<file path="src/rtl/twl_pkg.sv">
package twl_pkg;

    typedef enum logic [2:0] {
        ST_IDLE     = 3'd0,
        ST_ADDR     = 3'd1,
        ST_ACK_WAIT = 3'd2,
        ST_ACK_HOLD = 3'd3,
        ST_DATA     = 3'd4,
        ST_IGNORE   = 3'd5
    } twl_state_e;

endpackage

</file>
<file path="src/rtl/twl_sync_edge.sv">
module twl_sync_edge #(
    parameter int STAGES = 2
) (
    input  logic clk,
    input  logic rst_n,
    input  logic scl_i,
    input  logic sda_i,
    output logic sda_s_o,
    output logic scl_rise_o,
    output logic scl_fall_o,
    output logic start_o,
    output logic stop_o
);
    logic [STAGES-1:0] scl_ff_q, sda_ff_q;
    logic              scl_prev_q, sda_prev_q;
    logic              scl_s, sda_s;

    always_ff @(posedge clk or negedge rst_n) begin
        if (!rst_n) begin
            scl_ff_q   <= '1;
            sda_ff_q   <= '1;
            scl_prev_q <= 1'b1;
            sda_prev_q <= 1'b1;
        end else begin
            scl_ff_q   <= {scl_ff_q[STAGES-2:0], scl_i};
            sda_ff_q   <= {sda_ff_q[STAGES-2:0], sda_i};
            scl_prev_q <= scl_s;
            sda_prev_q <= sda_s;
        end
    end

    assign scl_s      = scl_ff_q[STAGES-1];
    assign sda_s      = sda_ff_q[STAGES-1];
    assign sda_s_o    = sda_s;
    assign scl_rise_o = scl_s & ~scl_prev_q;
    assign scl_fall_o = ~scl_s & scl_prev_q;
    // data edge while the clock stays high on both samples
    assign start_o    = scl_s & scl_prev_q & sda_prev_q & ~sda_s;
    assign stop_o     = scl_s & scl_prev_q & ~sda_prev_q & sda_s;
endmodule

</file>
<file path="src/rtl/twl_regbank.sv">
module twl_regbank #(
    parameter int NREG  = 4,
    parameter int REG_W = 24,
    localparam int IDX_W = $clog2(NREG)
) (
    input  logic                  clk,
    input  logic                  rst_n,
    input  logic                  we_i,
    input  logic [IDX_W-1:0]      idx_i,
    input  logic [REG_W-1:0]      wdata_i,
    output logic [NREG*REG_W-1:0] regs_o
);
    for (genvar g = 0; g < NREG; g++) begin : g_slot
        localparam logic [IDX_W-1:0] SLOT = IDX_W'(g);
        logic [REG_W-1:0] val_q;

        always_ff @(posedge clk or negedge rst_n) begin
            if (!rst_n)                     val_q <= '0;
            else if (we_i && idx_i == SLOT) val_q <= wdata_i;
        end

        assign regs_o[g*REG_W +: REG_W] = val_q;
    end
endmodule

</file>
<file path="src/rtl/twl_loader.sv">
module twl_loader
    import twl_pkg::*;
#(
    parameter int                NREG        = 4,
    parameter int                REG_W       = 24,
    parameter int                SEL_W       = 2,
    parameter logic [6-SEL_W:0]  ADDR_FIXED  = 5'b11000,
    parameter int                SYNC_STAGES = 2
) (
    input  logic                  clk,
    input  logic                  rst_n,
    input  logic                  scl_i,
    input  logic                  sda_i,
    input  logic [SEL_W-1:0]      addr_sel_i,
    output logic                  sda_pull_o,
    output logic [NREG*REG_W-1:0] regs_o
);
    localparam int BYTES = REG_W / 8;
    localparam int IDX_W = $clog2(NREG);
    localparam int GRP_W = (BYTES > 1) ? $clog2(BYTES) : 1;
    localparam logic [GRP_W-1:0] GRP_LAST = GRP_W'(BYTES - 1);

    typedef struct packed {
        twl_state_e       st;
        logic [2:0]       bit_cnt;
        logic [7:0]       sh;
        logic [REG_W-1:0] word;
        logic [GRP_W-1:0] grp;
        logic             pull;
    } ctl_t;

    ctl_t             ctl_d, ctl_q;
    logic             sda_s, scl_rise, scl_fall, start_ev, stop_ev;
    logic             we;
    logic [REG_W-1:0] wdata;
    logic [7:0]       rx_byte;

    twl_sync_edge #(.STAGES(SYNC_STAGES)) sync_i (
        .clk       (clk),
        .rst_n     (rst_n),
        .scl_i     (scl_i),
        .sda_i     (sda_i),
        .sda_s_o   (sda_s),
        .scl_rise_o(scl_rise),
        .scl_fall_o(scl_fall),
        .start_o   (start_ev),
        .stop_o    (stop_ev)
    );

    assign rx_byte = {ctl_q.sh[6:0], sda_s};

    always_comb begin
        ctl_d = ctl_q;
        we    = 1'b0;
        wdata = {ctl_q.word[REG_W-9:0], rx_byte};
        if (stop_ev) begin
            ctl_d.st   = ST_IDLE;
            ctl_d.pull = 1'b0;
        end else if (start_ev) begin
            ctl_d.st      = ST_ADDR;
            ctl_d.bit_cnt = '0;
            ctl_d.grp     = '0;
            ctl_d.pull    = 1'b0;
        end else begin
            case (ctl_q.st)
                ST_ADDR: if (scl_rise) begin
                    ctl_d.sh      = rx_byte;
                    ctl_d.bit_cnt = ctl_q.bit_cnt + 3'd1;
                    if (ctl_q.bit_cnt == 3'd7)
                        ctl_d.st = (rx_byte[7:1] == {ADDR_FIXED, addr_sel_i} && !rx_byte[0])
                                   ? ST_ACK_WAIT : ST_IGNORE;
                end
                ST_DATA: if (scl_rise) begin
                    ctl_d.sh      = rx_byte;
                    ctl_d.bit_cnt = ctl_q.bit_cnt + 3'd1;
                    if (ctl_q.bit_cnt == 3'd7) begin
                        ctl_d.st   = ST_ACK_WAIT;
                        ctl_d.word = wdata;
                        if (ctl_q.grp == GRP_LAST) begin
                            ctl_d.grp = '0;
                            we        = 1'b1;
                        end else begin
                            ctl_d.grp = ctl_q.grp + GRP_W'(1);
                        end
                    end
                end
                ST_ACK_WAIT: if (scl_fall) begin
                    ctl_d.pull = 1'b1;
                    ctl_d.st   = ST_ACK_HOLD;
                end
                ST_ACK_HOLD: if (scl_fall) begin
                    ctl_d.pull    = 1'b0;
                    ctl_d.bit_cnt = '0;
                    ctl_d.st      = ST_DATA;
                end
                default: ;
            endcase
        end
    end

    always_ff @(posedge clk or negedge rst_n) begin
        if (!rst_n) ctl_q <= '0;
        else        ctl_q <= ctl_d;
    end

    twl_regbank #(.NREG(NREG), .REG_W(REG_W)) bank_i (
        .clk    (clk),
        .rst_n  (rst_n),
        .we_i   (we),
        .idx_i  (wdata[IDX_W-1:0]),
        .wdata_i(wdata),
        .regs_o (regs_o)
    );

    assign sda_pull_o = ctl_q.pull;
endmodule

</file>
<file path="config.mk">
export PLATFORM = sky130hd
export DESIGN_NAME = twl_loader
export DESIGN_NICKNAME = d
export VERILOG_FILES = /design/src/rtl/twl_pkg.sv /design/src/rtl/twl_sync_edge.sv /design/src/rtl/twl_regbank.sv /design/src/rtl/twl_loader.sv
export SDC_FILE = /design/constraint.sdc
export NUM_CORES = 1
export LEC_CHECK = 0
export BUFFER_PORTS_ARGS = -buffer_cell sky130_fd_sc_hd__buf_4
export CORE_MARGIN = 3
export CORE_UTILIZATION = 55
export CTS_CLUSTER_SIZE = 24
export DETAILED_ROUTE_END_ITERATION = 6
export PLACE_DENSITY = 0.81
export REMOVE_ABC_BUFFERS = 1
export SLEW_MARGIN = 20
export SYNTH_ARGS = -nofsm -noshare
export SYNTH_HDL_FRONTEND = slang
export SYNTH_HIERARCHICAL = 1
export SYNTH_SLANG_ARGS = --single-unit
</file>
<file path="constraint.sdc">
create_clock -name clk -period 4.19 [get_ports clk]
set_clock_uncertainty 0.15 [all_clocks]
set_input_delay 0.419 -clock clk [delete_from_list [all_inputs] [get_ports clk]]
set_output_delay 0.419 -clock clk [all_outputs]
set_load 0.01 [all_outputs]
</file>
Yosys cells after proc, flatten, opt, wreduce, memory -nomap -nowiden
Cells that the tools add are included.
{"block": "word_totals", "word_cells": 96, "regBits": 142, "in_bits": 6, "out_inout_bits": 97}
{"block": "op_classes", "add_sub_neg": 2, "reduce_logical": 20, "bitwise": 13, "n_mux": 26, "eq_ne": 21}
{"cell": "$mux 40", "n": 1}
{"cell": "$mux 26", "n": 1}
{"cell": "$ne 4x4->1 const B", "n": 6}
{"cell": "$mux 3", "n": 6}
{"cell": "$reduce_and 5->1", "n": 3}
{"cell": "$mux 14", "n": 1}
{"cell": "$pmux 7 s2", "n": 1}
{"cell": "$mux 6", "n": 2}
{"cell": "$pmux 3 s4", "n": 1}
{"cell": "$mux 1", "n": 9}
{"cell": "$ne 3x3->1 const B", "n": 3}
{"cell": "$pmux 3 s3", "n": 1}
{"cell": "$reduce_bool 2->1", "n": 4}
{"cell": "$reduce_bool 4->1", "n": 2}
{"cell": "$and 1x1->1", "n": 7}
{"cell": "$eq 7x7->1", "n": 1}
{"cell": "$reduce_and 7->1", "n": 1}
{"cell": "$eq 2x2->1 const B", "n": 3}
{"cell": "$eq 3x2->1 const B", "n": 2}
{"cell": "$eq 3x3->1 const B", "n": 2}
{"cell": "$not 1->1", "n": 6}
{"cell": "$reduce_bool 6->1", "n": 1}
{"cell": "$logic_and 1x1->1", "n": 5}
{"cell": "$mux 2", "n": 2}
{"cell": "10 further kinds", "n": 11}

Longest topological paths before layout
Gate-level depths: netlist of run 1.
{"block": "depth", "ltp_word": 8, "depth_mapped": 9, "mapped_depth_nobuf": 6}

Modules after synthesis
The synthesis of run 1 kept the hierarchy.
{"mod": "twl_regbank", "area_each_um2": 3597.2, "cells_per_inst": 204, "seq_area_each_um2": 2402.3, "n_inst": 1}
{"mod": "twl_loader", "area_each_um2": 1452.6, "cells_per_inst": 129, "seq_area_each_um2": 800.8, "n_inst": 1}
{"mod": "twl_sync_edge", "area_each_um2": 190.2, "cells_per_inst": 10, "seq_area_each_um2": 157.7, "n_inst": 1}

Least setup slack after synthesis of run 1
No wires, ideal clock.
{"block": "synth_path", "path_kind": "reg-to-reg", "start": "register sync_i.sda_ff_q[1]", "end": "register bank_i.g_slot[0].val_q[10]", "slack_ns": 0.828, "period_less_slack_ns": 3.362, "n_path_buf": 3, "t_required_ns": 3.915, "path_stages_with_launch": 10, "t_arrival_ns": 3.087, "setup_time_ns": 0.125, "path_cell_list": "dfstp_2 > and4b_1 > clkbuf_1 > nor2_1 > nand4_2 > buf_2 > nor3b_1 > nor3b_4 > buf_6 > mux2_2"}
{"block": "synth_between", "elab_chain_cells": 5, "word_cells_on_any_way": 7, "classes_between": "2 x mux; 3 x bitwise; 2 x reduce/logical"}
{"element": "start: declaration", "line_no": "twl_sync_edge.sv:14", "text": "logic [STAGES-1:0] scl_ff_q, sda_ff_q;"}
{"element": "start signal: assignment", "line_no": "twl_sync_edge.sv:26", "text": "sda_ff_q <= {sda_ff_q[STAGES-2:0], sda_i};"}
{"element": "$not 1->1", "line_no": "twl_sync_edge.sv:38", "text": "assign start_o = scl_s & scl_prev_q & sda_prev_q & ~sda_s;"}
{"element": "$and 1x1->1", "line_no": "twl_sync_edge.sv:38"}
{"element": "net start_ev", "line_no": "twl_loader.sv:33", "text": "logic sda_s, scl_rise, scl_fall, start_ev, stop_ev;"}
{"element": "$mux 1", "line_no": "twl_loader.sv:59", "text": "end else if (start_ev) begin"}
{"element": "$mux 1", "line_no": "twl_loader.sv:56", "text": "if (stop_ev) begin"}
{"element": "net we", "line_no": "twl_loader.sv:34", "text": "logic we;"}
{"element": "$logic_and 1x1->1", "line_no": "twl_regbank.sv:19", "text": "else if (we_i && idx_i == SLOT) val_q <= wdata_i;"}
{"element": "end signal: assignment", "line_no": "twl_regbank.sv:19"}
{"element": "end: declaration", "line_no": "twl_regbank.sv:15", "text": "logic [REG_W-1:0] val_q;"}
The timed path passes the listed nets, and every way through them passes these cells.
A chain may end at the register's enable or synchronous reset.

Worst setup path after layout of run 1
{"block": "layout_path", "start": "register sync_i.sda_ff_q[1]", "end": "register bank_i.g_slot[0].val_q[14]"}
Same word-level chain as after synthesis.

==> results.md, run 1 <==
- Sequential Power Share: 45.1%
- CP endpoint kind: register
- Crit path from: sync_i/sda_ff_q[1]
- Most frequent cells in the layout: dfrtp_1, mux2_2, buf_4, nand2_1, clkbuf_16
- N_diodes: 0
- Reg2reg path depth: 7
- Worst-margin pin slew: 0.9212 ns
- CP top delay family: simple AND/OR/NAND/NOR gates
- Initial Util: 58.38%
- Worst path max stage delay: slightly below 0.7 ns
- Root Driver: clkbuf_8
- Initial DRT Pass Iterations: 4
- Sequential-to-total area share from yosys stat: between 60% and 70%
- I/O pin total: between 100 and 150
- Final Max Tran Viols: 0
- Switching share of power: 23.79%
- RSZ-0062 raised after global routing: false
- GRT Resource Usage Total: a little over a fifth
- Worst hold path type: reg2reg
- Initial antenna violation count: 0
- Slew headroom: 38.59%
- CP max stage cell: dfstp_2
- Hold endpoint: sync_i/sda_ff_q[1]
- Vias in the first global route: 3430
- CTS tree: yes
- CTS H-Tree Depth: 4
- Reg2reg start: sync_i/sda_ff_q[1]
- Crit Path Max Fanout: 16
- CTS Buffer Depth: 2
- Row Count: 34
- Crit Path Category: reg2reg
- Synth Cell Area: about 5200 sq um
- GPL Wtd Cong: 0.8658
- Yosys reg bits: approximately 130
- Largest net degree at the start of global routing: 76
- Count of different cell masters after synthesis: 37
- Clock transition at path regs: 0.06 ns
- Layout cells sized above 1: a little under three fifths
- Layout Nets: 466
- Logic pwr share: 6.5%
- Hold depth: 0
- Hold path startpoint: sync_i/sda_ff_q[0]
- Via count: approximately 3.2k
- Final hold slack: 0.2051 ns
- DR DRC count: 0
- CTS resizes: 0
- Drt total wl: 11090 um
- CP Cell Sequence: and4b_1 -> nor2_1 -> nand4_2 -> nor3b_1 -> nor3b_4 -> buf_4 -> mux2_2
- CP Buf/Inv Count: 1
- Die span in y: between 100 and 150 um
- Syn_area_per_cell: 15.28 sq um
- PD cells: between 400 and 500 nW/um^2
- Per-cell routed wire length: 18.61 um
- Met3 usage in global routing: 5.721%
- Flop-to-flop setup slack: ~0.61 ns
- Final setup viols: 0
- Number of fill cells: 550
- Area Growth Syn to Fin: 29.06%
- GR Util met2: 36.64%
- Worst-Skew Late Latency: 0.51 ns
- Psw: 767.2 uW
- FF+latch area: 3361 sq um
- IO buf count: about 100
- Core area: 8976 sq um
- Met1 usage: 28.62%
- Initial drt markers: 108
- CP Data Arrival Time: around 3.8 ns
- CP Launch Type: register
- Achievable Freq: 0.2793 GHz
- Cell Int Power: 2458 uW
- Final Critical Period: 3.580 ns
- Total congestion overflow: 0
- Commonest non-fill, non-tap cell in the layout: dfrtp_1
- Ys Warns: 6
- Vias per cell: 5.346
- Die ar.: 10730 sq um
- TritonCTS Buffers: 17
- VDD IR max: 355.7 uV
- Setup TNS: 0 ns
- Most used routing layer: met2
- Status: finished, final reports clean
- Max-Cap Viols: 0
- Die Span X: 103.6 um
- Hpwl dp: 7055 um
- Fin crit share: 85.44%
- # clock sinks: ~130
- Detail Route Antenna Nets: 0
- Syn Inst Count: 343
- WP data required: roughly 4.4 ns
- Hold Fails Final Rpt: 0
- Critical R2R Capture: bank_i/g_slot[0].val_q[14]
- Clock share of power: 48.4%
- Global-route wire length before repair: 18610 um
- Area of the multi-input gates: 1780 sq um
- Pleak: 0.003587 uW
-- registers in the layout, summed over array words and instances (netlist names) --
| name | flops |
|---|---|
| sda_pull_o | 1 |
| sync_i/scl_prev_q | 1 |
| ctl_q | 31 |
| sync_i/scl_ff_q | 2 |
| sync_i/sda_prev_q | 1 |
| sync_i/sda_ff_q | 2 |
| bank_i/g_slot.val_q | 96 |
-- layer usage --
metal | vias to the layer above | part of all wire (%)
met4 | 0 | 1.3
li1 | 1457 | -
met3 | 18 | 4.3
met1 | 1621 | 44
met2 | 90 | 51
met5 | - | 0
-- metrics by stage --
stage,setup slack [ns],instances,total power (uW),cell area (sq um),util (%)
finish,0.6099,596,3225,6763,75.34
global route,0.3451,596,3354,6763,75.34
CTS,0.5824,596,3234,6763,75.34
detailed placement,0.6699,561,1679,6106,68.02
global placement,0.7619,561,1664,6106,68.02
floorplan,0.5871,329,1581,5152,-
-- layout make-up --
type                    instances  area share [%]
flip-flops and latches        134           49.69
multi-input cells             192           26.33
repair buffers                109           12.21
clock buffers                  19           6.235
clock inverters                13           3.034
well taps                     126           2.331
inverters                       3          0.1665
-- timing repair --
item,CTS,global route
setup buffers,0,0
hold buffers,3,0
endpoints found under the hold margin,69,0
-- worst max-delay path by stage --
stage                                             to  slack (ns)  cells past startpoint
after global routing      bank_i/g_slot[2].val_q[12]        0.35                      6
after CTS                 bank_i/g_slot[2].val_q[12]        0.58                      6
after global placement     bank_i/g_slot[3].val_q[6]        0.76                      6
final                     bank_i/g_slot[0].val_q[14]        0.61                      7
after detailed placement   bank_i/g_slot[0].val_q[1]        0.67                      7
after floorplan            bank_i/g_slot[0].val_q[0]        0.59                      6
-- power groups by stage --
stage | clock network [uW] | registers [uW] | logic (uW)
finish | 1560 | 1450 | 210
CTS | 1570 | 1450 | 212
global route | 1640 | 1470 | 248
floorplan | 0 | 1440 | 139
detailed placement | 0 | 1470 | 205
global placement | 0 | 1470 | 196
-- cell families after synthesis --
family | Yosys count | synth area share [%]
buffers and inverters | 17 | 1.886
muxes | 112 | 24.07
xor gates and xnor gates | 3 | 0.5015
and+or+nand+nor | 51 | 5.826
adders and majority gates | 3 | 0.7164
DFF | 134 | 64.14
AOI/OAI and AO/OA | 23 | 2.865
-- synthesized netlist by cell type (all sizes together) --
master / n / area (sq um)
a22o: 3 / 26.28
nor2b: 3 / 18.77
ha: 3 / 37.54
nor2: 4 / 15.01
nor3: 2 / 10.01
inv: 3 / 11.26
o31ai: 1 / 7.510
mux2: 112 / 1261
a21oi: 3 / 15.01
nand3: 3 / 20.02
or4: 2 / 18.77
o211a: 1 / 10.01
xor2: 3 / 26.28
a31oi: 2 / 12.51
nand2b: 1 / 6.260
nand3b: 2 / 22.52
a21o: 1 / 7.510
or2: 1 / 6.260
nor4: 1 / 6.260
dfstp: 6 / 157.7
clkbuf: 4 / 15.01
o21ai: 11 / 62.56
and4b: 2 / 20.02
dfrtp: 128 / 3203
nand4: 2 / 18.77
nor3b: 4 / 52.55
nand2: 24 / 90.09
o41ai: 1 / 8.760
buf: 10 / 72.57
Note: power is estimated with default switching activity, not from simulation.
==> inputs of run 2 (changes only) <==
PLACE_DENSITY = 0.9   (was 0.81)
==> run 2 against run 1 <==
  * Sequential share of layout area rose by 0.28 points
  * Register-to-register slack got worse by 0.03 ns
  * Clock power decreased by 7%
  * Combinational power about the same
  * Core utilization shrank 0.42 points
  * Die area is the same
  * Largest cell class unchanged
  * Clock-buffer cell count grew 3
  * Non-clock buffer count shrank 1
==> results.md, run 2 (same netlist as run 1, synthesis figures left out) <==
- CP Launch Type: register
- WP data required: 4.43 ns (about the same)
- Initial Util: 58.38% (unchanged)
- Worst-margin pin slew: 0.8492 ns (-0.07201 ns)
- Max reg flops: 96 (unchanged)
- Hold depth: 0 (unchanged)
- Reg2reg path depth: 6 (-1)
- N_diodes: 0 (unchanged)
- Vias in the first global route: 3448 (+0.52%)
- Dpl cells: 560 (-0.18%)
- Final cell count without fillers: 595 (-0.17%)
- GRT Resource Usage Total: 21.54% (-0.45 points)
- Pleak: 0.003573 uW (-0.38%)
- I/O pin total: 103 (unchanged)
- # clock sinks: 134 (unchanged)
- RSZ-0062 raised after global routing: false
- Final setup viols: 0 (unchanged)
- Most frequent cells in the layout: dfrtp_1, mux2_2, buf_4, nand2_1, clkbuf_16
- Switching share of power: 24.72% (+0.93 points)
- Crit Path Max Fanout: 24 (+8)
- Most flop-heavy register: bank_i/g_slot.val_q
- Psw: 770.2 uW (+0.39%)
- Area of the multi-input gates: 1780 sq um (unchanged)
- Die span in y: 103.6 um (unchanged)
- Logic pwr share: 6.8% (+0.3 points)
- CTS Buffer Depth: 2 (unchanged)
- Global-route wire length before repair: 18110 um (-2.7%)
- Final instance area: 6725 sq um (-0.56%)
- Number of fill cells: 556 (+1.1%)
- Layout cells sized above 1: 55.86% (+0.12 points)
- Detail Route Antenna Nets: 0 (unchanged)
- Worst hold path type: reg2reg
- Die ar.: 10730 sq um (unchanged)
- Sequential Power Share: 46.6% (+1.5 points)
- CP Cell Sequence: and4b_1 -> nor2_1 -> nand4_2 -> nor3b_1 -> nand3b_2 -> mux2_2
- Status: finished, final reports clean
- Area Growth Syn to Fin: 28.34%
- Fin crit share: 86.05% (+0.60 points)
- Achievable Freq: 0.2774 GHz (-0.70%)
- Drt total wl: 10970 um (-1.1%)
- Hpwl dp: 6928 um (-1.8%)
- VDD IR max: 255.9 uV (-28%)
- CTS H-Tree Depth: 4 (unchanged)
- Die Span X: 103.6 um (unchanged)
- DR DRC count: 0 (unchanged)
- CP Data Arrival Time: 3.84 ns (about the same)
- CTS tree: yes
- Via count: 3205 (+0.60%)
- Largest regs: bank_i/g_slot.val_q x96, ctl_q x31
- Worst path max stage delay: 0.76 ns (+0.08 ns)
- Fin util: 74.92% (-0.42 points)
- Commonest non-fill, non-tap cell in the layout: dfrtp_1
- Clock transition at path regs: 0.06 ns (about the same)
- Largest net degree at the start of global routing: 100 (+32%)
- Worst-Skew Late Latency: 0.51 ns (about the same)
- Layout Nets: 465 (-0.21%)
- Crit Path Category: reg2reg
- Final Max Tran Viols: 0 (unchanged)
- IO buf count: 102 (unchanged)
- Initial DRT Pass Iterations: 5 (+1)
- Slew headroom: 43.39% (+4.8 points)
- CP endpoint kind: register
- Hold Fails Final Rpt: 0 (unchanged)
- CP max stage cell: nand3b_2
- Initial drt markers: 117 (+8.3%)
- Root Driver: clkbuf_8
- Row Count: 34 (unchanged)
- Dpl cell area: 6102 sq um (about the same)
- Cell Int Power: 2346 uW (-4.6%)
- Vias per cell: 5.387 (+0.77%)
- Per-cell routed wire length: 18.44 um (-0.92%)
- Initial antenna violation count: 0 (unchanged)
- Total congestion overflow: 0 (unchanged)
- Final Critical Period: 3.605 ns (+0.02522 ns)
- Setup TNS: 0 ns (unchanged)
- PD cells: 463.3 nW/um^2 (-2.8%)
- TritonCTS Buffers: 17 (unchanged)
- GPL Wtd Cong: 0.9259 (+6.9%)
- Clock share of power: 46.5% (-1.9 points)
- Max-Cap Viols: 0 (unchanged)
- FF+latch area: 3361 sq um (unchanged)
- Core area: 8976 sq um (unchanged)
run 2: cell count changes in the layout (fill, tap and decap cells not counted):
| cell | delta |
|---|---|
| buf_6 | +1 |
| bufinv_16 | -3 |
| clkinv_4 | +1 |
| inv_6 | +1 |
| clkbuf_8 | +4 |
| clkinv_2 | -1 |
| clkbuf_1 | -1 |
| clkinvlp_4 | -1 |
| buf_4 | -2 |
run 2: layout make-up:
type | instances | area share [%]
multi-input cells | 192 | 26.47
clock buffers | 22 | 7.033
well taps | 126 | 2.344
clock inverters | 10 | 1.786
inverters | 3 | 0.1674
flip-flops and latches | 134 | 49.97
repair buffers | 108 | 12.22
run 2: worst max-delay path: cells and delay by family (launching register included):
kind	cells	cell delay (ns)
muxes	1	0.52
DFF	1	0.70
and+or+nand+nor	5	2.10
run 2: through the flow:
step	hold WS, ns	worst slack, ns	power [uW]
global route	0.2084	0.3545	3230
CTS	0.2053	0.5903	3135
global placement	0.1964	0.7803	1662
finish	0.2046	0.5847	3116
detailed placement	0.1969	0.6252	1682
floorplan	-0.02659	0.5871	1581
run 2: power groups by stage:
stage | Combinational, uW | Sequential [uW] | Clock (uW)
after floorplan | 139 | 1440 | 0
after global placement | 195 | 1470 | 0
after detailed placement | 208 | 1470 | 0
after CTS | 216 | 1450 | 1460
after global routing | 243 | 1460 | 1520
final | 213 | 1450 | 1450
run 2: metal layers:
layer | routed length, um | global-route usage, % | share of wire, % | vias up
met2 | 5748 | 36.87 | 52 | 84
met3 | 476 | 5.846 | 4.3 | 18
met1 | 4578 | 26.31 | 42 | 1652
met4 | 168 | 7.977 | 1.5 | 0
met5 | 0 | 0 | 0 | -
li1 | - | - | - | 1451
run 2: final timing paths:
path                                         start                    endpoint  slack, ns
worst max register to register  sync_i/sda_ff_q[1]  bank_i/g_slot[2].val_q[14]       0.58
min in group asynchronous                    rst_n  bank_i/g_slot[0].val_q[15]       0.39
worst max-delay path            sync_i/sda_ff_q[1]  bank_i/g_slot[2].val_q[14]       0.58
worst min register to register  sync_i/sda_ff_q[0]          sync_i/sda_ff_q[1]       0.20
max in group asynchronous                    rst_n   bank_i/g_slot[0].val_q[3]       2.49
worst min-delay path            sync_i/sda_ff_q[0]          sync_i/sda_ff_q[1]       0.20
run 2: repair_timing:
item | CTS | global route
buffers inserted | 0 | 0
endpoints found under the hold margin | 94 | 0
hold buffers | 3 | 0
resized for setup | 0 | 0
endpoints found under the setup margin | 0 | 0
==> inputs of run 3 (changes only) <==
CORE_MARGIN = 10   (was 3)
==> run 3 against run 2 <==
  * Wire length rose by 4.5%
  * Worst setup slack got worse by 0.28 ns
  * Largest power group is now clock
  * Global-route usage fell by 4.4 points
  * Core utilization fell by 1.5 points
  * Sequential share of layout area fell by 0.41 points
  * Critical path depth rose by 1
  * Fmax fell by 7.2%
  * Largest cell class unchanged
==> results.md, run 3 (same netlist as run 1, synthesis figures left out) <==
- Status: finished, final reports clean
- Worst path max stage delay: 0.76 ns (about the same)
- Reg2reg start: sync_i/sda_ff_q[1]
- Row Count: 35 (+2.9%)
- Worst hold path type: reg2reg
- IO buf count: 102 (unchanged)
- Initial antenna violation count: 0 (unchanged)
- CP Cell Sequence: and4b_1 -> nor2_1 -> nand4_2 -> buf_4 -> nor3b_1 -> nand3b_2 -> mux2_2
- CP Buf/Inv Count: 1 (+1)
- Fin crit share: 92.67% (+6.6 points)
- Hpwl dp: 7410 um (+7.0%)
- CTS Buffer Depth: 2 (unchanged)
- Most flop-heavy register: bank_i/g_slot.val_q
- Final setup viols: 0 (unchanged)
- Dpl cell area: 6106 sq um (about the same)
- Final Critical Period: 3.883 ns (+0.2777 ns)
- Layout Nets: 465 (unchanged)
- CTS H-Tree Depth: 4 (unchanged)
- Crit Path Category: reg2reg
- VDD IR max: 369.8 uV (+45%)
- CP Data Arrival Time: 4.11 ns (+0.27 ns)
- Total congestion overflow: 0 (unchanged)
- Worst-margin pin slew: 0.8478 ns (-0.001333 ns)
- Commonest non-fill, non-tap cell in the layout: dfrtp_1
- Global-route wire length before repair: 19350 um (+6.9%)
- Final hold slack: 0.2062 ns (+0.001514 ns)
- N_diodes: 0 (unchanged)
- # clock sinks: 134 (unchanged)
- Final instance area: 6782 sq um (+0.84%)
- Dpl cells: 563 (+0.54%)
- Per-cell routed wire length: 19.18 um (+4.0%)
- Most frequent cells in the layout: dfrtp_1, mux2_2, buf_4, nand2_1, clkbuf_16
- Detail Route Antenna Nets: 0 (unchanged)
- GRT Resource Usage Total: 17.12% (-4.4 points)
- Via count: 3230 (+0.78%)
- RSZ-0062 raised after global routing: false
- Setup TNS: 0 ns (unchanged)
- I/O pin total: 103 (unchanged)
- Achievable Freq: 0.2575 GHz (-7.2%)
- Slew headroom: 43.17% (-0.21 points)
- Vias in the first global route: 3605 (+4.6%)
- Pleak: 0.003604 uW (+0.87%)
- WP data required: 4.42 ns (about the same)
- Initial Util: 56.71% (-1.7 points)
- Area Growth Syn to Fin: 29.42%
- CP top delay family: simple AND/OR/NAND/NOR gates
- Max reg flops: 96 (unchanged)
- Worst-Skew Late Latency: 0.51 ns (about the same)
- Final Max Tran Viols: 0 (unchanged)
- CP max stage cell: nand3b_2
- Largest regs: bank_i/g_slot.val_q x96, ctl_q x31
- Crit Path Max Fanout: 24 (unchanged)
- Root Driver: clkbuf_8
- Die span in y: 117.6 um (+14%)
- PD cells: 481.1 nW/um^2 (+3.8%)
- Vias per cell: 5.401 (+0.27%)
- Clock transition at path regs: 0.06 ns (about the same)
- Hold Fails Final Rpt: 0 (unchanged)
- Final cell count without fillers: 598 (+0.50%)
- GPL Wtd Cong: 0.8509 (-8.1%)
- Initial DRT Pass Iterations: 4 (-1)
- Flop-to-flop setup slack: 0.31 ns (-0.28 ns)
- Crit path from: sync_i/sda_ff_q[1]
- CP endpoint kind: register
- Initial drt markers: 236 (+100%)
- Die ar.: 13830 sq um (+29%)
- Power Total: 3263 uW (+4.7%)
- Hold path startpoint: sync_i/scl_ff_q[0]
- DR DRC count: 0 (unchanged)
- Die Span X: 117.6 um (+14%)
- Max-Cap Viols: 0 (unchanged)
- Layout cells sized above 1: 55.86% (unchanged)
- CTS tree: yes
- Core area: 9240 sq um (+2.9%)
- TritonCTS Buffers: 17 (unchanged)
- Drt total wl: 11470 um (+4.5%)
- CP Launch Type: register
- Largest net degree at the start of global routing: 91 (-9.0%)
run 3: per-layer routing:
layer / vias up / GRT usage [%] / part of all wire [%]
met5: - / 0 / 0
met4: 0 / 6.491 / 1.4
met3: 11 / 4.796 / 3.9
met2: 85 / 28.22 / 51
met1: 1685 / 20.85 / 44
li1: 1449 / - / -
run 3: final timing paths:
kind,to,cells past startpoint
setup / recovery,bank_i/g_slot[1].val_q[2],7
hold / removal,sync_i/scl_ff_q[1],0
setup reg to reg,bank_i/g_slot[1].val_q[2],7
hold reg to reg,sync_i/scl_ff_q[1],0
max in group asynchronous,ctl_q[5],3
min in group asynchronous,bank_i/g_slot[0].val_q[15],2
run 3: timing repair:
item                      in CTS  in global routing
hold endpoints to repair      85                  0
gates resized for setup        0                  0
hold buffers                   3                  0
buffers inserted               0                  0
run 3: power breakdown:
group          leakage, uW  switching [uW]  internal, uW
registers          0.00184             107          1350
logic              0.00144             131          83.4
clock network     0.000319             533          1060
total              0.00360             770          2490
run 3: cell type report:
type | instances | area [sq um]
Sequential cell | 134 | 3361
Fill cell | 594 | 2459
Multi-Input combinational cell | 192 | 1780
Timing Repair Buffer | 108 | 822.0
Clock buffer | 20 | 445.4
Clock inverter | 12 | 200.2
Tap cell | 129 | 161.4
Inverter | 3 | 11.26
run 3: metrics by stage:
stage / utilization [%] / setup WS, ns
floorplan: - / 0.5871
global placement: 66.08 / 0.5851
detailed placement: 66.08 / 0.4120
CTS: 73.39 / 0.3402
global route: 73.39 / 0.1035
finish: 73.39 / 0.3070
